### src/rtl/birq_pkg.sv
// Shared constants for the banked interrupt controller register file.
// Assumes byte addresses of 12 bits and 32-bit register words.
package birq_pkg;
    localparam int BANK_W   = 32;
    localparam int PRIO_W   = 6;
    localparam int ADDR_W   = 12;
    localparam logic [31:0] REV_VAL = 32'h0000_0021;

    localparam logic [ADDR_W-1:0] A_REV   = 12'h000;
    localparam logic [ADDR_W-1:0] A_CFG   = 12'h010;
    localparam logic [ADDR_W-1:0] A_STAT  = 12'h014;
    localparam logic [ADDR_W-1:0] A_SIRQ  = 12'h040;
    localparam logic [ADDR_W-1:0] A_SFIQ  = 12'h044;
    localparam logic [ADDR_W-1:0] A_CTL   = 12'h048;
    localparam int BANK_BASE_BLK = 4;      // 0x80 >> 5
    localparam int LINE_BASE     = 'h100;

    // word index inside a bank block
    typedef enum logic [2:0] {
        S_RAW  = 3'd0, S_MASK = 3'd1, S_MCLR = 3'd2, S_MSET = 3'd3,
        S_SSET = 3'd4, S_SCLR = 3'd5, S_PIRQ = 3'd6, S_PFIQ = 3'd7
    } bank_sub_e;
endpackage

### src/rtl/birq_bank_regs.sv
// One bank of mask and software-forced bits.
// Assumes at most one of the write strobes is high in a cycle.
module birq_bank_regs
    import birq_pkg::*;
(
    input  logic              clk,
    input  logic              rst_n,
    input  logic              soft_rst,
    input  logic              wr_mask,
    input  logic              wr_mclr,
    input  logic              wr_mset,
    input  logic              wr_sset,
    input  logic              wr_sclr,
    input  logic [BANK_W-1:0] wdata,
    output logic [BANK_W-1:0] mask_q,
    output logic [BANK_W-1:0] soft_q
);
    // mask word: full write, clear alias, set alias
    always_ff @(posedge clk) begin
        if (!rst_n || soft_rst) mask_q <= '1;
        else if (wr_mask)       mask_q <= wdata;
        else if (wr_mclr)       mask_q <= mask_q & ~wdata;
        else if (wr_mset)       mask_q <= mask_q | wdata;
    end

    // software-forced word: set and clear aliases
    always_ff @(posedge clk) begin
        if (!rst_n || soft_rst) soft_q <= '0;
        else if (wr_sset)       soft_q <= soft_q | wdata;
        else if (wr_sclr)       soft_q <= soft_q & ~wdata;
    end
endmodule

### src/rtl/birq_line_cfg.sv
// Priority and routing store for one interrupt line.
// Assumes cfg_in packs {priority[5:0], route_to_fiq}.
module birq_line_cfg
    import birq_pkg::*;
(
    input  logic              clk,
    input  logic              rst_n,
    input  logic              soft_rst,
    input  logic              wr_en,
    input  logic [PRIO_W:0]   cfg_in,
    output logic [PRIO_W-1:0] prio_q,
    output logic              to_fiq_q
);
    // store priority and route on a write to this line's word
    always_ff @(posedge clk) begin
        if (!rst_n || soft_rst) begin
            prio_q   <= '0;
            to_fiq_q <= 1'b0;
        end else if (wr_en) begin
            prio_q   <= cfg_in[PRIO_W:1];
            to_fiq_q <= cfg_in[0];
        end
    end
endmodule

### src/rtl/birq_agree.sv
// Arming handshake for one request output class.
// Fires once per agreement cycle and holds until software re-arms it.
module birq_agree #(
    parameter int SRC_W = 5
) (
    input  logic             clk,
    input  logic             rst_n,
    input  logic             soft_rst,
    input  logic             rearm,
    input  logic             gmask,
    input  logic             any_pend,
    input  logic [SRC_W-1:0] arb_src,
    output logic             out_q,
    output logic [SRC_W-1:0] src_q
);
    logic armed_q;

    // arm / fire / capture sequence
    always_ff @(posedge clk) begin
        if (!rst_n || soft_rst) begin
            armed_q <= 1'b1;
            out_q   <= 1'b0;
            src_q   <= '0;
        end else if (rearm) begin
            armed_q <= 1'b1;
            out_q   <= 1'b0;
        end else if (armed_q && any_pend && !gmask) begin
            armed_q <= 1'b0;
            out_q   <= 1'b1;
            src_q   <= arb_src;
        end
    end
endmodule

### src/rtl/bank_irq_ctrl.sv
// Banked interrupt controller register file (top).
// Level-sensitive lines in banks of 32; arbitration is external.
// Reads are combinational from req_addr; writes are taken on the clock edge.
module bank_irq_ctrl
    import birq_pkg::*;
#(
    parameter  int NUM_BANKS = 1,
    localparam int NUM_LINES = NUM_BANKS * BANK_W,
    localparam int SRC_W     = (NUM_LINES > 1) ? $clog2(NUM_LINES) : 1
) (
    input  logic                          clk,
    input  logic                          rst_n,
    input  logic                          req_wr,
    input  logic [ADDR_W-1:0]             req_addr,
    input  logic [31:0]                   req_wdata,
    output logic [31:0]                   rd_data,
    input  logic [NUM_LINES-1:0]          int_lines,
    input  logic [SRC_W-1:0]              arb_irq_id,
    input  logic [SRC_W-1:0]              arb_fiq_id,
    output logic [NUM_LINES-1:0]          pend_irq,
    output logic [NUM_LINES-1:0]          pend_fiq,
    output logic [NUM_LINES*PRIO_W-1:0]   line_prio,
    output logic                          irq_out,
    output logic                          fiq_out
);
    logic                 soft_rst, rearm_irq, rearm_fiq, ctl_wr;
    logic                 gmask_q, idle_q;
    logic [SRC_W-1:0]     irq_src_q, fiq_src_q;
    logic [NUM_LINES-1:0] mask_all, soft_all, fiq_sel;
    logic [NUM_BANKS-1:0] bank_hit;
    logic [NUM_LINES-1:0] line_hit;
    logic [PRIO_W-1:0]    prio_arr [NUM_LINES];
    logic [2:0]           sub;

    assign ctl_wr    = req_wr && (req_addr == A_CTL);
    assign soft_rst  = req_wr && (req_addr == A_CFG) && req_wdata[1];
    assign rearm_irq = ctl_wr && req_wdata[0];
    assign rearm_fiq = ctl_wr && req_wdata[1];
    assign sub       = req_addr[4:2];

    // global mask and idle setting
    always_ff @(posedge clk) begin
        if (!rst_n || soft_rst) begin
            gmask_q <= 1'b0;
            idle_q  <= 1'b0;
        end else begin
            if (ctl_wr) gmask_q <= req_wdata[2];
            if (req_wr && req_addr == A_CFG) idle_q <= req_wdata[0];
        end
    end

    // one register bank per 32 lines
    for (genvar b = 0; b < NUM_BANKS; b++) begin : g_bank
        logic bw;
        assign bank_hit[b] = (req_addr[ADDR_W-1:5] == 7'(BANK_BASE_BLK + b))
                             && (req_addr[1:0] == 2'b00);
        assign bw = req_wr && bank_hit[b];
        birq_bank_regs u_bank (
            .clk      (clk),
            .rst_n    (rst_n),
            .soft_rst (soft_rst),
            .wr_mask  (bw && sub == S_MASK),
            .wr_mclr  (bw && sub == S_MCLR),
            .wr_mset  (bw && sub == S_MSET),
            .wr_sset  (bw && sub == S_SSET),
            .wr_sclr  (bw && sub == S_SCLR),
            .wdata    (req_wdata),
            .mask_q   (mask_all[b*BANK_W +: BANK_W]),
            .soft_q   (soft_all[b*BANK_W +: BANK_W])
        );
    end

    // one configuration word per line
    for (genvar n = 0; n < NUM_LINES; n++) begin : g_line
        assign line_hit[n] = (req_addr == ADDR_W'(LINE_BASE + 4 * n));
        birq_line_cfg u_cfg (
            .clk      (clk),
            .rst_n    (rst_n),
            .soft_rst (soft_rst),
            .wr_en    (req_wr && line_hit[n]),
            .cfg_in   ({req_wdata[PRIO_W+1:2], req_wdata[0]}),
            .prio_q   (prio_arr[n]),
            .to_fiq_q (fiq_sel[n])
        );
        assign line_prio[n*PRIO_W +: PRIO_W] = prio_arr[n];
    end

    // pending vectors per class
    assign pend_irq = (int_lines | soft_all) & ~mask_all & ~fiq_sel;
    assign pend_fiq = (int_lines | soft_all) & ~mask_all &  fiq_sel;

    birq_agree #(.SRC_W(SRC_W)) u_agree_irq (
        .clk(clk), .rst_n(rst_n), .soft_rst(soft_rst), .rearm(rearm_irq),
        .gmask(gmask_q), .any_pend(|pend_irq), .arb_src(arb_irq_id),
        .out_q(irq_out), .src_q(irq_src_q)
    );
    birq_agree #(.SRC_W(SRC_W)) u_agree_fiq (
        .clk(clk), .rst_n(rst_n), .soft_rst(soft_rst), .rearm(rearm_fiq),
        .gmask(gmask_q), .any_pend(|pend_fiq), .arb_src(arb_fiq_id),
        .out_q(fiq_out), .src_q(fiq_src_q)
    );

    // read multiplexer
    always_comb begin
        rd_data = '0;
        case (req_addr)
            A_REV:   rd_data = REV_VAL;
            A_CFG:   rd_data = {31'b0, idle_q};
            A_STAT:  rd_data = 32'd1;
            A_SIRQ:  rd_data = 32'(irq_src_q);
            A_SFIQ:  rd_data = 32'(fiq_src_q);
            A_CTL:   rd_data = {29'b0, gmask_q, 2'b00};
            default: rd_data = '0;
        endcase
        for (int b = 0; b < NUM_BANKS; b++) begin
            if (bank_hit[b]) begin
                case (sub)
                    S_RAW:   rd_data = int_lines[b*BANK_W +: BANK_W];
                    S_MASK:  rd_data = mask_all[b*BANK_W +: BANK_W];
                    S_SSET:  rd_data = soft_all[b*BANK_W +: BANK_W];
                    S_PIRQ:  rd_data = pend_irq[b*BANK_W +: BANK_W];
                    S_PFIQ:  rd_data = pend_fiq[b*BANK_W +: BANK_W];
                    default: rd_data = '0;
                endcase
            end
        end
        for (int n = 0; n < NUM_LINES; n++) begin
            if (line_hit[n]) rd_data = {24'b0, prio_arr[n], 1'b0, fiq_sel[n]};
        end
    end
endmodule

### config.mk
export PLATFORM = sky130hd
export DESIGN_NAME = bank_irq_ctrl
export DESIGN_NICKNAME = d
export VERILOG_FILES = /design/src/rtl/birq_pkg.sv /design/src/rtl/birq_bank_regs.sv /design/src/rtl/birq_line_cfg.sv /design/src/rtl/birq_agree.sv /design/src/rtl/bank_irq_ctrl.sv
export SDC_FILE = /design/constraint.sdc
export NUM_CORES = 1
export LEC_CHECK = 0
export ABC_AREA = 1
export BUFFER_PORTS_ARGS = -buffer_cell sky130_fd_sc_hd__buf_2
export CORE_MARGIN = 2
export CORE_UTILIZATION = 45
export CTS_CLUSTER_SIZE = 10
export DETAILED_ROUTE_END_ITERATION = 8
export PLACE_DENSITY = 0.73
export SYNTH_ARGS = -nofsm -noshare
export SYNTH_HDL_FRONTEND = slang
export SYNTH_HIERARCHICAL = 1
export SYNTH_SLANG_ARGS = --single-unit
### constraint.sdc
create_clock -name clk -period 3.9 [get_ports clk]
set_clock_uncertainty 0.2 [all_clocks]
set_input_delay 0.78 -clock clk [delete_from_list [all_inputs] [get_ports clk]]
set_output_delay 0.78 -clock clk [all_outputs]
set_load 0.005 [all_outputs]
==> summary.md, run 1 <==
| Metric | Value |
|---|---|
| Row count | 69 |
| Fmax | 228.4 MHz |
| # H-tree levels | 2 |
| Pwr Density | 323.6 nW/um2 |
| Layout area overhead | 31.91% |
| Leakage power | 9.424 nW |
| Hold WC Path Type | flop to flop |
| Mapped Cells | 2534 |
| First-pass GRT wire length | 110300 um |
| Routed WL | 73930 um |
| Grt ovf | 0 |
| Slowest CP cell | or2_0 |
| Nets | 3164 |
| Netlist cell types | 40 |
| Detailed Routing Iterations Pass 1 | 6 |
| Cell count after placement | 3457 |
| Commonest non-fill, non-tap cell in the layout | nand2_1 |
| # setup viols final | 7 |
| Hold Vio Cnt, Final | 0 |
| Fin crit share | 1.123 |
| Number of synthesized flops with an enable pin | 0 |
| CTS tree | done |
| Warnings, synthesis | 6 |
| Failing checks | setup timing |
| Crit path time final | 4.378 ns |
| Top Ports | 379 |
| Die height | 193.5 um |
| Slew Viols, Final | 0 |
| Commonest cells after routing, fill and taps aside | nand2_1 (899), buf_2 (367), a21oi_1 (361) |
| Critical Path AT | 3.40 ns |
| Core Footprint | 35480 um2 |
| CP startpoint | req_addr[0] |
| Seq. cell area | 6095 um2 |
| Worst Setup EP | rd_data[5] |
| Critical Path Max Stage Delay | 0.20 ns |
| Crit end category | output pin |
| Cts bufs inserted | 38 |
| First DRT Iteration DRCs | 1759 |
| Worst Path Required | 2.92 ns |
| Clock Tree Buf Depth | 3 |
| Hold_buf cts | 0 |
| Worst slew margin | 0.1915 |
| R2R setup slack | 0.19 ns |
| Initial antenna violation count | 4 |
| Dpl cell area | 19250 um2 |
| # clock sinks | 304 |
| Post-synthesis sequential area ratio | 0.3768 |
| Synthesized area | 16150 um2 |
| Hold WS | 0.2531 ns |
| DR vias/cell | 5.585 |
| Largest net degree at the start of global routing | 65 |
| Worst Tran Pin Value | 1.213 ns |
| CP Launch Type | input pin |
| Clock tree root driver cell | clkbuf_16 |
| Clock slew at reported path FFs | 0.05 ns |
| Non-Filler Instances | 3552 |
| Multi-input gate area | 8762 um2 |
| Later-pin clock latency in the skew report | 0.56 ns |
| Antenna violation net count after detailed routing | 0 |
| Synth Flop Type | dfxtp_1 |
| Fin area | 21310 um2 |
| Critical Path, Cell by Cell | buf_6 > nor2_4 > buf_12 > nand2_8 > nor2_4 > nand2_2 > or2_0 > nand2_1 > nand4_1 > nand2_1 > nand4_1 > nand2_1 > nand4_1 > nor2_1 > nand4_1 > nand2_1 > nand4_1 > nand2_1 > nand4_1 > nand2_1 > nand4_1 > nand2_1 > nand3_1 > buf_2 |
| Fillers | 3372 |
| Reg2reg path depth | 23 |
| Yosys reg bits | 304 |
| Die area | 37430 um2 |
| Worst Slack Setup Final | -0.4782 ns |
| VDD IR max | 415.1 uV |
| Ys async rst share | 0 |
| DP HPWL | 54530 um |
| RePlAce Congestion | 1.005 |
| Vias in the first global route | 18480 |
| Width of the die | 193.5 um |
| Share of layout cells above drive strength 1 | 0.2745 |
| Syn avg cell area | 6.375 um2 |
| Status | finished with violations |
| Starting Density | 0.4552 |
| Setup TNS Final | -2.664 ns |
| CP max FO | 5 |
| Global Route Usage Sum | 0.3787 |
| Power Total | 6.895 mW |
| Family with the most delay on the worst path | simple AND/OR/NAND/NOR gates |
| Unrepaired setup endpoints after global routing | true |
| Worst flop-to-flop path endpoint | u_agree_irq/src_q[1]$_SDFFE_PP0P_ |
| Finished Core Util | 0.6005 |
| Pre-CTS WS | -0.5276 ns |
| PortBufs | 378 |
| Syn_nets | 2623 |
| # DRC | 0 |
| CP Class | input pin to output pin |
| Via count | 19840 |
| Routed wire per std cell | 20.81 um |
| CP bufs+invs | 3 |
| Critical path depth in cells | 24 |
| Maxcap violations | 0 |
-- worst register-to-register path, cell delays in order, from the launching register on --
cell and delay [ns]:
dfxtp_4 0.36, o21bai_4 0.16, nor2_2 0.06, buf_4 0.14
buf_4 0.12, buf_4 0.13, buf_4 0.13, buf_4 0.13
buf_4 0.13, buf_4 0.12, buf_4 0.13, buf_4 0.13
buf_4 0.13, buf_4 0.12, buf_4 0.13, buf_4 0.14
nor4_2 0.23, buf_4 0.17, nand4_1 0.09, or2_4 0.32
nand3_2 0.12, nor2_4 0.06, nor2_1 0.11, nor2_1 0.06
-- per-layer routing --
layer | track usage | routed length (um)
met2 | 0.5894 | 32390
met3 | 0.07409 | 7501
met4 | 0.2222 | 5043
met5 | 0 | 37
met1 | 0.4882 | 28960
-- cell families (layout without fill, tap and decap cells) --
logic type / after synthesis / count (layout) / synth area share
AOI/OAI and AO/OA: 491 / 491 / 0.1634
and+or+nand+nor: 1361 / 1361 / 0.3514
buffers and inverters: 377 / 932 / 0.1078
muxes: 1 / 1 / 0.0006197
DFF: 304 / 304 / 0.3768
other: 0 / 2 / 0
-- Yosys cell counts (all sizes together) (4+ instances only) --
cell,number,area share
nand2,948,0.23
a21oi,362,0.11
dfxtp,304,0.38
inv,296,0.069
nor2,217,0.055
nand3,67,0.021
buf,65,0.035
o21ai,60,0.019
nand4,51,0.020
nor3,30,0.010
or2,27,0.010
a22oi,23,0.011
nor4,17,0.0066
clkbuf,15,0.0035
o22ai,13,0.0050
a221oi,10,0.0054
a41oi,7,0.0038
o21bai,5,0.0023
a31oi,4,0.0015
-- cell type report --
cell class / count / share of cell area
Clock buffer: 49 / 0.04945
Tap cell: 461 / 0.02707
Multi-Input combinational cell: 1853 / 0.4112
Sequential cell: 304 / 0.2860
Antenna cell: 2 / 0.0002349
Inverter: 297 / 0.05350
Clock inverter: 5 / 0.003347
Timing Repair Buffer: 581 / 0.1691
-- repair_timing --
action | 4_1_cts | 5_1_grt
setup buffers | 38 | 8
endpoints found under the hold margin | 0 | 0
resized for setup | 123 | 50
endpoints found under the setup margin | 8 | 16
pin swaps | 73 | 46
-- report_power, final --
group          total (mW)  switching (mW)  internal, mW
registers            3.11        0.000973          3.11
logic               0.446           0.313         0.133
clock network        3.34            1.39          1.95
total                6.90            1.71          5.19
-- how the worst min path moves through the flow --
stage | start | endpoint | slack, ns | cells after the start
2_1_floorplan | flop | flop | 0.23 | 2
3_3_place_gp | flop | flop | 0.24 | 2
3_5_place_dp | flop | flop | 0.24 | 2
4_1_cts | flop | flop | 0.26 | 2
5_1_grt | flop | flop | 0.27 | 2
6_report | flop | flop | 0.25 | 2
(Power assumes the default switching activity.)
==> run 2: changes to the inputs <==
Clock period 3.9 ns to 5.3 ns, I/O delays scaled along.
==> run 2 against run 1 <==
Effect of this change:
- clock power is 29% lower
- highest routed layer unchanged
- clock-buffer cell count shrank 3
- critical endpoint is now rd_data[6]
- critical path depth up 1
- first-iteration DRC count up 17%
- global-route usage is 1.8 points lower
- die area did not move
- combinational power down 38%
- the flow now finishes without violations
- largest power group unchanged
- power decreased by 28%
==> summary.md, run 2 (synthesis results as in run 1) <==
| Metric | Value |
|---|---|
| Status | completed |
| R2R setup slack | 2.49 ns (+2.30 ns) |
| Maxcap violations | 0 (unchanged) |
| Slew Viols, Final | 0 (unchanged) |
| Finished Core Util | 0.5484 (-0.05205) |
| Clock slew at reported path FFs | 0.06 ns (about the same) |
| Crit path time final | 5.082 ns |
| Share of layout cells above drive strength 1 | 0.2082 (-0.06636) |
| Non-Filler Instances | 3379 (-4.9%) |
| Crit end category | output pin |
| Top Ports | 379 (unchanged) |
| Via count | 19130 (-3.6%) |
| Commonest non-fill, non-tap cell in the layout | nand2_1 |
| Gr busiest metal | met2 |
| Hold_buf cts | 0 (unchanged) |
| Die area | 37430 um2 (unchanged) |
| Worst flop-to-flop path endpoint | u_agree_irq/src_q[4]$_SDFFE_PP0P_ |
| Critical Path Max Stage Delay | 0.26 ns (+0.06 ns) |
| Fillers | 3570 (+5.9%) |
| Die height | 193.5 um (unchanged) |
| Cts bufs inserted | 37 (-2.6%) |
| Seq pwr share | 0.463 (+0.012) |
| Met2 Use GR | 0.5717 (-0.01772) |
| Hold WC Path Type | flop to flop |
| Switching portion of total power | 0.2440 (-0.003418) |
| Unrepaired setup endpoints after global routing | true |
| WHS Path Cells | 2 (unchanged) |
| Layout area overhead | 20.47% |
| First DRT Iteration DRCs | 2056 (+17%) |
| Fin area | 19460 um2 (-8.7%) |
| Routed WL | 70770 um (-4.3%) |
| Worst slew margin | 0.1801 (-0.01132) |
| Critical Path AT | 3.82 ns (+0.42 ns) |
| Cell count after placement | 3323 (-3.9%) |
| # clock sinks | 304 (unchanged) |
| Setup TNS Final | 0 ns (+2.664 ns) |
| CP bufs+invs | 4 (+1) |
| Nets | 2996 (-5.3%) |
| CP max FO | 15 (+10) |
| Fmax | 196.8 MHz |
| Fin crit share | 0.9590 |
| # H-tree levels | 2 (unchanged) |
| Largest net degree at the start of global routing | 42 (-35%) |
| Hold Vio Cnt, Final | 0 (unchanged) |
| PortBufs | 378 (unchanged) |
| First-pass GRT wire length | 104900 um (-4.9%) |
| Worst Path Required | 4.04 ns (+1.12 ns) |
| Combinational Power Share | 0.056 (-0.009) |
| Antenna violation net count after detailed routing | 0 (unchanged) |
| CP Class | input pin to output pin |
| Starting Density | 0.4552 (unchanged) |
| Detailed Routing Iterations Pass 1 | 6 (unchanged) |
| Core Footprint | 35480 um2 (unchanged) |
| CTS tree | done |
| Leakage power | 8.351 nW (-11%) |
| Width of the die | 193.5 um (unchanged) |
| Later-pin clock latency in the skew report | 0.54 ns (-0.02 ns) |
| Slowest CP cell | nor2_4 |
| Global Route Usage Sum | 0.3602 (-0.01843) |
| Row count | 69 (unchanged) |
| Family with the most delay on the worst path | simple AND/OR/NAND/NOR gates |
| # DRC | 0 (unchanged) |
| CP dominant cell by count | nand2_1 |
| Clock tree root driver cell | clkbuf_16 |
| Commonest cells after routing, fill and taps aside | nand2_1 (913), buf_2 (376), a21oi_1 (362) |
| DR vias/cell | 5.662 (+1.4%) |
| Pwr Density | 253.9 nW/um2 (-22%) |
| GR Util met3 | 0.06886 (-0.005230) |
| VDD IR max | 254.1 uV (-39%) |
| Worst Tran Pin Value | 1.230 ns (+0.01698 ns) |
| Clock Tree Buf Depth | 3 (unchanged) |
| Hold WS | 0.2624 ns (+0.009279 ns) |
| Switching pwr | 1.206 mW (-29%) |
| Initial antenna violation count | 6 (+2) |
| Routed wire per std cell | 20.94 um (+0.63%) |
| # setup viols final | 0 (-7) |
| Grt ovf | 0 (unchanged) |
| Met1 usage | 0.4712 (-0.01702) |
| Dpl cell area | 18230 um2 (-5.3%) |
| CP Launch Type | input pin |
| Reg2reg path depth | 10 (-57%) |
| RePlAce Congestion | 1.050 (+4.6%) |
| Cell internal pwr | 3.736 mW (-28%) |
| Clk pwr share | 0.481 (-0.004) |
| DP HPWL | 51770 um (-5.1%) |
| Vias in the first global route | 17430 (-5.7%) |
[run 2: cell types whose count changed in the layout (fill, tap and decap cells not counted), moves of 13 or more]
cell	change
buf_4	-148
buf_6	-23
nand2_1	+14
nor2_1	+21
nor2_4	-13
[run 2: cell type report]
| class | count | area [um2] | area share |
|---|---|---|---|
| timing repair buffer | 414 | 2183 | 0.1122 |
| tap | 461 | 576.8 | 0.02964 |
| clock inverter | 2 | 46.29 | 0.002379 |
| multi-input combinational | 1853 | 8424 | 0.4329 |
| inverter | 297 | 1117 | 0.05742 |
| sequential | 304 | 6086 | 0.3127 |
| clock buffer | 46 | 1021 | 0.05247 |
| antenna | 2 | 5.005 | 0.0002572 |
[run 2: how the worst max path moves through the flow]
stage,startpoint,cells after the start,end
floorplan,req_addr[10],23,rd_data[2]
global placement,req_addr[4],25,rd_data[5]
detailed placement,req_addr[3],25,rd_data[3]
CTS,req_addr[3],25,rd_data[3]
global route,req_addr[3],23,rd_data[3]
finish,req_addr[3],25,rd_data[6]
[run 2: stage by stage]
step | total power, mW | setup slack [ns]
global route | 5.047 | -0.001048
detailed placement | 2.594 | 0.1454
finish | 4.942 | 0.2175
CTS | 4.928 | 0.1399
floorplan | 2.445 | 1.187
global placement | 2.589 | 0.1898
[run 2: what timing repair did]
action | in CTS | in global routing
setup buffers | 0 | 6
endpoints found under the setup margin | 0 | 7
resized for setup | 0 | 29
endpoints found under the hold margin | 0 | 0
[run 2: power by group through the flow]
| stage | clock network (mW) | logic [mW] | registers (mW) |
|---|---|---|---|
| finish | 2.38 | 0.277 | 2.29 |
| global route | 2.47 | 0.292 | 2.29 |
| CTS | 2.38 | 0.258 | 2.29 |
| detailed placement | 0 | 0.257 | 2.34 |
| global placement | 0 | 0.252 | 2.34 |
| floorplan | 0 | 0.109 | 2.34 |
[run 2: tightest hold or removal path: cells and delay by family, from the launching register on]
kind / cells / cell delay, ns
and+or+nand+nor: 2 / 0.10
DFF: 1 / 0.31
[run 2: metal layers]
layer / up-vias / share of wire
met2: 1215 / 0.45
met3: 225 / 0.11
met4: 6 / 0.051
li1: 8882 / -
met5: - / 0.00045
met1: 8804 / 0.39
